--- config.mk ---
export PLATFORM = sky130hd
export DESIGN_NAME = fc_layer_engine
export DESIGN_NICKNAME = d
export VERILOG_FILES = /design/src/rtl/fc_layer_pkg.sv /design/src/rtl/fc_weight_rom.sv /design/src/rtl/fc_neuron.sv /design/src/rtl/fc_post.sv /design/src/rtl/fc_layer_engine.sv
export SDC_FILE = /design/constraint.sdc
export NUM_CORES = 2
export LEC_CHECK = 0
export ABC_AREA = 1
export BUFFER_PORTS_ARGS = -buffer_cell sky130_fd_sc_hd__buf_2
export CAP_MARGIN = 15
export CORE_MARGIN = 1.5
export CORE_UTILIZATION = 60
export CTS_BUF_LIST = sky130_fd_sc_hd__clkbuf_8
export CTS_CLUSTER_DIAMETER = 40
export DETAILED_ROUTE_END_ITERATION = 7
export GPL_TIMING_DRIVEN = 1
export HOLD_SLACK_MARGIN = 0.06
export PLACE_DENSITY = 0.73
export SYNTH_ARGS = -nofsm -noshare
export SYNTH_HDL_FRONTEND = slang
export SYNTH_SLANG_ARGS = --single-unit
--- constraint.sdc ---
create_clock -name clk -period 10.7 [get_ports clk]
set_input_delay 1.07 -clock clk [delete_from_list [all_inputs] [get_ports clk]]
set_output_delay 1.07 -clock clk [all_outputs]
set_load 0.02 [all_outputs]
--- src/rtl/fc_layer_pkg.sv ---
package fc_layer_pkg;

  typedef enum logic [1:0] {
    ST_IDLE,
    ST_RUN,
    ST_FIN,
    ST_DONE
  } fc_state_e;

  // Integer weight for input row j, output column c (already scaled and rounded).
  function automatic int fc_weight_val(input int j, input int c);
    return ((j * 37 + c * 91 + 13) % 29) - 14;
  endfunction

  // Integer bias for output column c, at feature scale.
  function automatic int fc_bias_val(input int c);
    return ((c * 53 + 7) % 41) - 20;
  endfunction

endpackage

--- src/rtl/fc_weight_rom.sv ---
module fc_weight_rom
  import fc_layer_pkg::*;
#(
  parameter int N_IN  = 8,
  parameter int N_OUT = 4,
  parameter int P     = 2,
  parameter int K     = 8,
  parameter int BEAT_W = 2
) (
  input  logic [BEAT_W-1:0]        beat,
  output logic signed [K-1:0]      w_row [P][N_OUT]
);
  localparam int ROW_W = (N_IN > 1) ? $clog2(N_IN) : 1;

  logic signed [K-1:0] wtab [N_IN][N_OUT];

  for (genvar r = 0; r < N_IN; r++) begin : g_row
    for (genvar c = 0; c < N_OUT; c++) begin : g_col
      assign wtab[r][c] = K'(fc_weight_val(r, c));
    end
  end

  always_comb begin
    for (int l = 0; l < P; l++) begin
      logic [ROW_W-1:0] row;
      row = ROW_W'(beat * P + l);
      for (int c = 0; c < N_OUT; c++) begin
        w_row[l][c] = wtab[row][c];
      end
    end
  end

endmodule

--- src/rtl/fc_neuron.sv ---
module fc_neuron #(
  parameter int P     = 2,
  parameter int K     = 8,
  parameter int ACC_W = 19
) (
  input  logic                    clk,
  input  logic                    rst_n,
  input  logic                    clr,
  input  logic                    en,
  input  logic signed [K-1:0]     x [P],
  input  logic signed [K-1:0]     w [P],
  output logic signed [ACC_W-1:0] acc
);
  logic signed [ACC_W-1:0] beat_sum;
  logic signed [2*K-1:0]   prod;

  always_comb begin
    beat_sum = '0;
    prod     = '0;
    for (int l = 0; l < P; l++) begin
      prod     = x[l] * w[l];
      beat_sum = beat_sum + ACC_W'(prod);
    end
  end

  always_ff @(posedge clk or negedge rst_n) begin
    if (!rst_n)   acc <= '0;
    else if (clr) acc <= '0;
    else if (en)  acc <= acc + beat_sum;
  end

endmodule

--- src/rtl/fc_post.sv ---
module fc_post #(
  parameter int K     = 8,
  parameter int FRAC  = 6,
  parameter int M     = 4,
  parameter int ACC_W = 19,
  parameter int OUT_W = 15
) (
  input  logic signed [ACC_W-1:0] acc,
  input  logic signed [K-1:0]     bias,
  output logic [OUT_W-1:0]        q,
  output logic                    is_neg
);
  logic signed [ACC_W-1:0] with_bias;
  logic                    unused_low;

  always_comb begin
    with_bias = acc + (ACC_W'(bias) <<< FRAC);
    is_neg    = with_bias[ACC_W-1];
    q         = is_neg ? '0 : with_bias[ACC_W-1:M];
  end

  assign unused_low = ^with_bias[M-1:0];

endmodule

--- src/rtl/fc_layer_engine.sv ---
module fc_layer_engine
  import fc_layer_pkg::*;
#(
  parameter int N_IN  = 8,
  parameter int N_OUT = 4,
  parameter int P     = 2,
  parameter int K     = 8,
  parameter int FRAC  = 6,
  parameter int M     = 4
) (
  input  logic                               clk,
  input  logic                               rst_n,
  input  logic                               start,
  input  logic                               fifo_empty,
  input  logic [K*P-1:0]                     fifo_data,
  output logic                               fifo_rd,
  output logic                               busy,
  output logic                               done,
  input  logic [$clog2(N_OUT)-1:0]           rd_addr,
  output logic [$clog2(N_IN)+2*K-M-1:0]      rd_data
);
  localparam int BEATS  = N_IN / P;
  localparam int BEAT_W = $clog2(BEATS + 1);
  localparam int ACC_W  = $clog2(N_IN) + 2 * K;
  localparam int OUT_W  = ACC_W - M;

  fc_state_e         state;
  logic [BEAT_W-1:0] beat;
  logic              start_ok;
  logic              last_beat;
  logic              buf_wr;

  logic signed [K-1:0]     feat    [P];
  logic signed [K-1:0]     w_row   [P][N_OUT];
  logic signed [ACC_W-1:0] acc_v   [N_OUT];
  logic [OUT_W-1:0]        q_v     [N_OUT];
  logic [N_OUT-1:0]        pre_neg;
  logic [OUT_W-1:0]        out_buf [N_OUT];

  assign start_ok  = start && (state == ST_IDLE);
  assign fifo_rd   = (state == ST_RUN) && !fifo_empty;
  assign last_beat = fifo_rd && (beat == BEAT_W'(BEATS - 1));
  assign buf_wr    = (state == ST_FIN);
  assign busy      = (state != ST_IDLE);
  assign done      = (state == ST_DONE);

  always_ff @(posedge clk or negedge rst_n) begin
    if (!rst_n) begin
      state <= ST_IDLE;
      beat  <= '0;
    end else begin
      unique case (state)
        ST_IDLE: if (start_ok) begin
          state <= ST_RUN;
          beat  <= '0;
        end
        ST_RUN: if (fifo_rd) begin
          beat <= beat + 1'b1;
          if (last_beat) state <= ST_FIN;
        end
        ST_FIN:  state <= ST_DONE;
        ST_DONE: state <= ST_IDLE;
        default: state <= ST_IDLE;
      endcase
    end
  end

  for (genvar l = 0; l < P; l++) begin : g_lane
    assign feat[l] = fifo_data[l*K +: K];
  end

  fc_weight_rom #(
    .N_IN(N_IN), .N_OUT(N_OUT), .P(P), .K(K), .BEAT_W(BEAT_W)
  ) u_rom (
    .beat  (beat),
    .w_row (w_row)
  );

  for (genvar c = 0; c < N_OUT; c++) begin : g_neuron
    localparam logic signed [K-1:0] BIAS_C = K'(fc_bias_val(c));
    logic signed [K-1:0] w_col [P];

    for (genvar l = 0; l < P; l++) begin : g_w
      assign w_col[l] = w_row[l][c];
    end

    fc_neuron #(.P(P), .K(K), .ACC_W(ACC_W)) u_mac (
      .clk   (clk),
      .rst_n (rst_n),
      .clr   (start_ok),
      .en    (fifo_rd),
      .x     (feat),
      .w     (w_col),
      .acc   (acc_v[c])
    );

    fc_post #(
      .K(K), .FRAC(FRAC), .M(M), .ACC_W(ACC_W), .OUT_W(OUT_W)
    ) u_post (
      .acc    (acc_v[c]),
      .bias   (BIAS_C),
      .q      (q_v[c]),
      .is_neg (pre_neg[c])
    );

    always_ff @(posedge clk or negedge rst_n) begin
      if (!rst_n)      out_buf[c] <= '0;
      else if (buf_wr) out_buf[c] <= q_v[c];
    end
  end

  assign rd_data = out_buf[rd_addr];

endmodule

**Word level (Yosys, flattened, before mapping)**

Memory sizes are Yosys's and may differ from the RTL's.
Index checks and enable logic that the tools add are counted.

- Flip-flop bits (word level): 141
- ROM bits: 512
- Bits of input ports: 22
- Logic and storage cells: 83
- Memories kept: 2

Memory list:

| memory | words | width | rd ports | clocked after Yosys merged registers in | write ports | RTL line | text |
|---|---|---|---|---|---|---|---|
| (no name shown) | 8 | 32 | 1 | 0 | 0 | fc_weight_rom.sv:28 | `w_row[l][c] = wtab[row][c];` |
| (no name shown) | 8 | 32 | 1 | 0 | 0 | fc_weight_rom.sv:28 |  |

- Add/subtract/negate cells: 14
- $mul: 8
- $lt $le $gt $ge: 3
- Equality and inequality tests: 7
- Multiplexer cells: 26
- Bitwise operators: 3
- Reduce and logical (&&, ||, !) cells: 10

Operators with widths:

| kind | count |
|---|---|
| 19-bit two-way mux | 8 |
| 8-bit by 8-bit multiplier with 16-bit output | 8 |
| 32-bit two-way mux | 4 |
| 19-bit adder | 4 |
| 16-bit by 16-bit adder with 17-bit output | 4 |
| 14-bit two-way mux | 4 |
| 19-bit by 11-bit adder with 19-bit output, second input constant | 2 |
| 15-bit binary-select mux with 2-bit select | 1 |
| 15-bit two-way mux | 2 |
| 19-bit by 12-bit adder with 19-bit output, second input constant | 1 |
| 19-bit by 7-bit adder with 19-bit output, second input constant | 1 |
| 4-bit greater-or-equal comparator, second input constant | 2 |
| 3-bit NOT with 4-bit output | 2 |
| 2-bit case mux with 4 select lines | 1 |
| 3-bit by 1-bit adder with 3-bit output, second input constant | 2 |
| 2-bit two-way mux | 3 |
| 3-bit two-way mux | 2 |
| 3-bit case mux with 2 select lines | 1 |
| 3-bit AND reduction | 2 |
| 2-bit nonzero test | 3 |
| 2-bit equality test, second input constant | 2 |
| 2-bit != test, second input constant | 2 |
| 3-bit by 2-bit equality test with 1-bit output, second input constant | 1 |
| 3-bit greater-or-equal comparator, second input constant | 1 |
| other kinds (6) | 8 |

**Logic depth before layout (Yosys ltp)**

- Word-level depth: 10
- Gate-level depth with buffers: 45
- Mapped depth without buffers: 40

**By module**

From an unflattened synthesis, not the netlist that was laid out.

- Cells, all modules: 5012
- Area total of the unflattened synthesis: 38434.4 um2

Modules (own cells, without submodules):

| module | instances | cells each | area each (um2) | seq. area each (um2) |
|---|---|---|---|---|
| fc_neuron at g_neuron[1].u_mac ... | 2 | 966 | 7714.9 | 475.5 |
| fc_neuron at g_neuron[0].u_mac | 1 | 985 | 7783.7 | 475.5 |
| fc_neuron at g_neuron[3].u_mac | 1 | 980 | 7757.4 | 475.5 |
| fc_post | 4 | 163 | 928.4 | 0.0 |
| fc_layer_engine | 1 | 396 | 3243.1 | 1626.6 |
| fc_weight_rom | 1 | 67 | 506.7 | 0.0 |

**Worst setup path after synthesis**

OpenSTA, ideal clock, no wires.

- Kind: register to register
- Start: register beat[0]
- End: register g_neuron[2].u_mac.acc[17]
- Setup time: 0.129 ns
- Arrival: 8.524 ns
- Path slack: 2.047 ns
- Stages on the path, launching flop included: 35
- Path buffers: 4
- Period minus slack after synthesis: 8.653 ns
- Cells stage by stage: dfrtp_1 buf_2 inv_1 clkbuf_1 buf_1 ha_1 buf_2 nor2_1 fa_1 fa_1 inv_1 fa_1 inv_1 fa_1 fa_1 inv_1 fa_1 inv_1 ha_1 a21oi_1 o21ai_0 o21bai_1 a21oi_1 o21ai_0 xnor2_1 inv_1 ha_1 nand2_1 nor3_1 nor3b_1 nand4_1 nand3_1 a21oi_1 o21ai_0 o21ai_0

- Cells in the longest elaborated chain, start to end: 10
- Elaborated cells between the ends (all ways): 15
- Classes of those cells: add/sub: 3; mul: 2; mux: 6; bitwise: 2; memory: 2

RTL lines:

| what | RTL line | text |
|---|---|---|
| from (decl) | fc_layer_engine.sv:28 | `logic [BEAT_W-1:0] beat;` |
| from (signal assigned) | fc_layer_engine.sv:58 | `beat <= beat + 1'b1;` |
| 3-bit by 1-bit adder with 3-bit output | fc_weight_rom.sv:26 | `row = ROW_W'(beat * P + l);` |
| 3-bit NOT with 4-bit output (not written as such) | fc_weight_rom.sv:28 |  |
| memory read 8 x 32 bit | - |  |
| 32-bit two-way mux (2 in a row) | - |  |
| 8-bit by 8-bit multiplier with 16-bit output | fc_neuron.sv:21 | `prod = x[l] * w[l];` |
| 16-bit by 16-bit adder with 17-bit output * | fc_neuron.sv:22 | `beat_sum = beat_sum + ACC_W'(prod);` |
| 19-bit adder * | fc_neuron.sv:29 | `else if (en) acc <= acc + beat_sum;` |
| 19-bit two-way mux * | fc_neuron.sv:29 |  |
| 19-bit two-way mux * | fc_neuron.sv:28 | `else if (clr) acc <= '0;` |
| to (signal assigned) | fc_neuron.sv:29 |  |
| to (decl) | fc_neuron.sv:12 | `output logic signed [ACC_W-1:0] acc` |

Every way passes the cells marked *; elsewhere a longest branch is shown, timed or not. The select of a mux whose other input is x is not followed.
A chain may end at the register's enable or synchronous reset.

**Worst setup path after layout**

- Start: register beat[1]
- End: register g_neuron[2].u_mac.acc[17]

The elaborated chain is that of the path after synthesis.

==> flow_metrics.tcl <==
set metrics [dict create \
    outcome "finished, final reports clean" \
    ctsHoldBuffers 0 \
    hold_slack_ps 503 \
    clock-sinks 137 \
    cap_violations 0 \
    synth-seq-area-share 0.118 \
    fmax_ghz 0.107 \
    antenna_found_initial 2 \
    slew_headroom 0.307 \
    dr.pass1.iters 6 \
    clock_path_buffers 2 \
    drive_gt1_frac 0.0344 \
    critical_path_class "reg2reg" \
    arrival_ps 9710 \
    fin_crit_sh 0.873 \
    gp_congestion 0.978 \
    crit_slowest_cell "dfrtp_1" \
    synth_edf_count 0 \
    place_ws_ps 1530 \
    hold_viol_final 0 \
    synth.top_cell.area_share 0.346 \
    viasPerCell 5.40 \
    skew_ps 20.7 \
    yosys.area.top_type "fa_1" \
    grt_pass1_wl_um 124000 \
    cts_tree "built" \
    syn_area_mm2 0.0290 \
    yosysWarnings 0 \
    vias 22600 \
    nets 4375 \
    syn2layout_area_growth_pct 4.20 \
    synth_area_per_cell_um2 8.17 \
    worst_slack_ps 1360 \
    wl_um 77100 \
    synth_area_leaders "fa_1 (35%), inv_1 (13%), ha_1 (13%)" \
    tightest_slew_ps 1040 \
    cp_data_required_time_ps 11070 \
    die_h_um 223 \
    num_io_pins 40 \
    route.detailed.drc 0 \
    grt_max_degree 71 \
    grt_pass1_vias 22900 \
    nFillCells 4255 \
    place_inst 4154 \
    die-area_mm2 0.0497 \
    drtIter0Drc 1765 \
    rows 80 \
    grt_remaining_overflow 0 \
    start_kind "flip-flop" \
    layout_min_cycle_time_ps 9340 \
    yosysUniqueCellTypes 57 \
    io_buffer_count 38 \
    synth_ff_type "dfrtp_1" \
    die_w_um 223 \
    wl_per_cell_um 18.4 \
    cp-end-kind "flip-flop" \
    grtUsageTotal 0.327 \
    root_buffer "clkbuf_8" \
    htreeDepth 4 \
    slew_viol_final 0 \
    cts_resized 0 \
    core-area_mm2 0.0477 \
    clk_latency_ps 520 \
    dp_hpwl_um 65100 \
    final_cells 4187 \
    ant_nets 0 \
    setup-violations-final 0 \
    cts_setup_buffers 0 \
    cp_max_fo 36 \
    synthArstFlopShare 1.00 \
    min_path_type "reg2reg" \
    cts_buffers 17 \
    synth.ff_latch_count 137 \
    critPathMaxStageDelay_ps 820 \
    start_util 0.608 \
    rsz0062_at_grt "no" \
    setup_tns_ps 0 \
    cts.clk_slew.worst_paths_ps 110 \
    syn_inst 3551 \
]
## routing by layer
layer,up-vias,GRT usage,wire [µm]
li1,10800,-,-
met1,10900,0.431,32100
met2,718,0.532,36300
met3,159,0.0551,5130
met4,2,0.147,3610
met5,-,0,8
## placed cells by master (no fill, tap or decap), drive strengths merged, types with 5 or more instances in the layout
master,Yosys,routed
a21boi,5,5
a21o,7,7
a21oi,216,216
buf,21,51
clkbuf,53,17
conb,2,13
dfrtp,137,137
fa,502,502
ha,293,293
inv,1007,1015
nand2,525,525
nand3,85,85
nand3b,7,7
nand4,14,14
nor2,206,206
nor3,23,23
nor3b,5,5
nor4,6,6
o21ai,148,148
o21bai,21,21
o22ai,80,80
o31ai,15,15
or2,11,11
xnor2,49,49
xor2,81,81
## per-stage QoR
stage | utilization | instance area [µm²]
global placement | 0.625 | 29800
detailed placement | 0.625 | 29800
finish | 0.633 | 30200
CTS | 0.633 | 30200
global route | 0.633 | 30200
floorplan | - | 29100
## critical path, delay by kind of cell, from the launching register on
family                   cells  cell delay, ps
AND/OR/NAND/NOR             12            2330
adder cells (fa/ha/maj)      9            4170
buffers and inverters        7             990
flip-flops                   1             820
AO/OA/AOI/OAI                6             820
## area by class of cell
class	instances	area [µm²]	share of cell area
flip-flops and latches	137	3430	0.113
clock inverters	15	166	0.00550
inverters	1008	3780	0.125
repair buffers	51	294	0.00973
multi-input cells	2343	21600	0.713
well taps	615	769	0.0255
diodes	1	2.50	0.0000828
clock buffers	17	234	0.00774
## path summary, 6_finish.rpt
path | start | end | slack [ps] | cells after the start
worst min register to register | g_neuron[2].u_mac.acc[3] | g_neuron[2].u_mac.acc[3] | 500 | 2
worst min-delay path | g_neuron[2].u_mac.acc[3] | g_neuron[2].u_mac.acc[3] | 500 | 2
min in group asynchronous | rst_n | out_buf[10] | 560 | 1
max in group asynchronous | rst_n | g_neuron[0].u_mac.acc[18] | 8690 | 2
worst max-delay path | beat[1] | g_neuron[2].u_mac.acc[17] | 1360 | 34
worst max register to register | beat[1] | g_neuron[2].u_mac.acc[17] | 1360 | 34
## sequential cells by signal, indices dropped and copies added, names as in the netlist
signal              count
g_neuron.u_mac.acc     76
beat                    3
state                   2
out_buf                56
## cell usage after synthesis, types with 4 or more instances
library cell and count:
nand3_1 84, dfrtp_1 137, clkbuf_1 52, or2_2 10
inv_1 1005, o2111ai_1 4, xor2_1 81, o22ai_1 70
o22ai_2 10, fa_1 502, xnor2_1 49, nor2_1 203
a22o_1 4, nand2_2 5, o21ai_0 146, a21boi_0 4
buf_2 8, nand4_1 14, ha_1 293, nor3_1 22
nor4_1 5, buf_1 10, o21bai_1 21, nand3b_1 7
a21oi_1 216, nor3b_1 5, o31ai_1 15, a21o_1 7
nand2_1 519
## cells by family (layout without fill, tap and decap cells)
kind of cell             Yosys count  in the layout  synth area share
flip-flops                       137            137             0.118
AO/OA/AOI/OAI                    518            518             0.102
other                              2             14          0.000259
XOR/XNOR                         130            130            0.0392
AND/OR/NAND/NOR                  887            887             0.126
adder cells (fa/ha/maj)          795            795             0.473
buffers and inverters           1082           1091             0.141
Power is left out: the tool's default activity adds up to more than one toggle a clock period on the data nets, which glitch-free logic cannot reach.
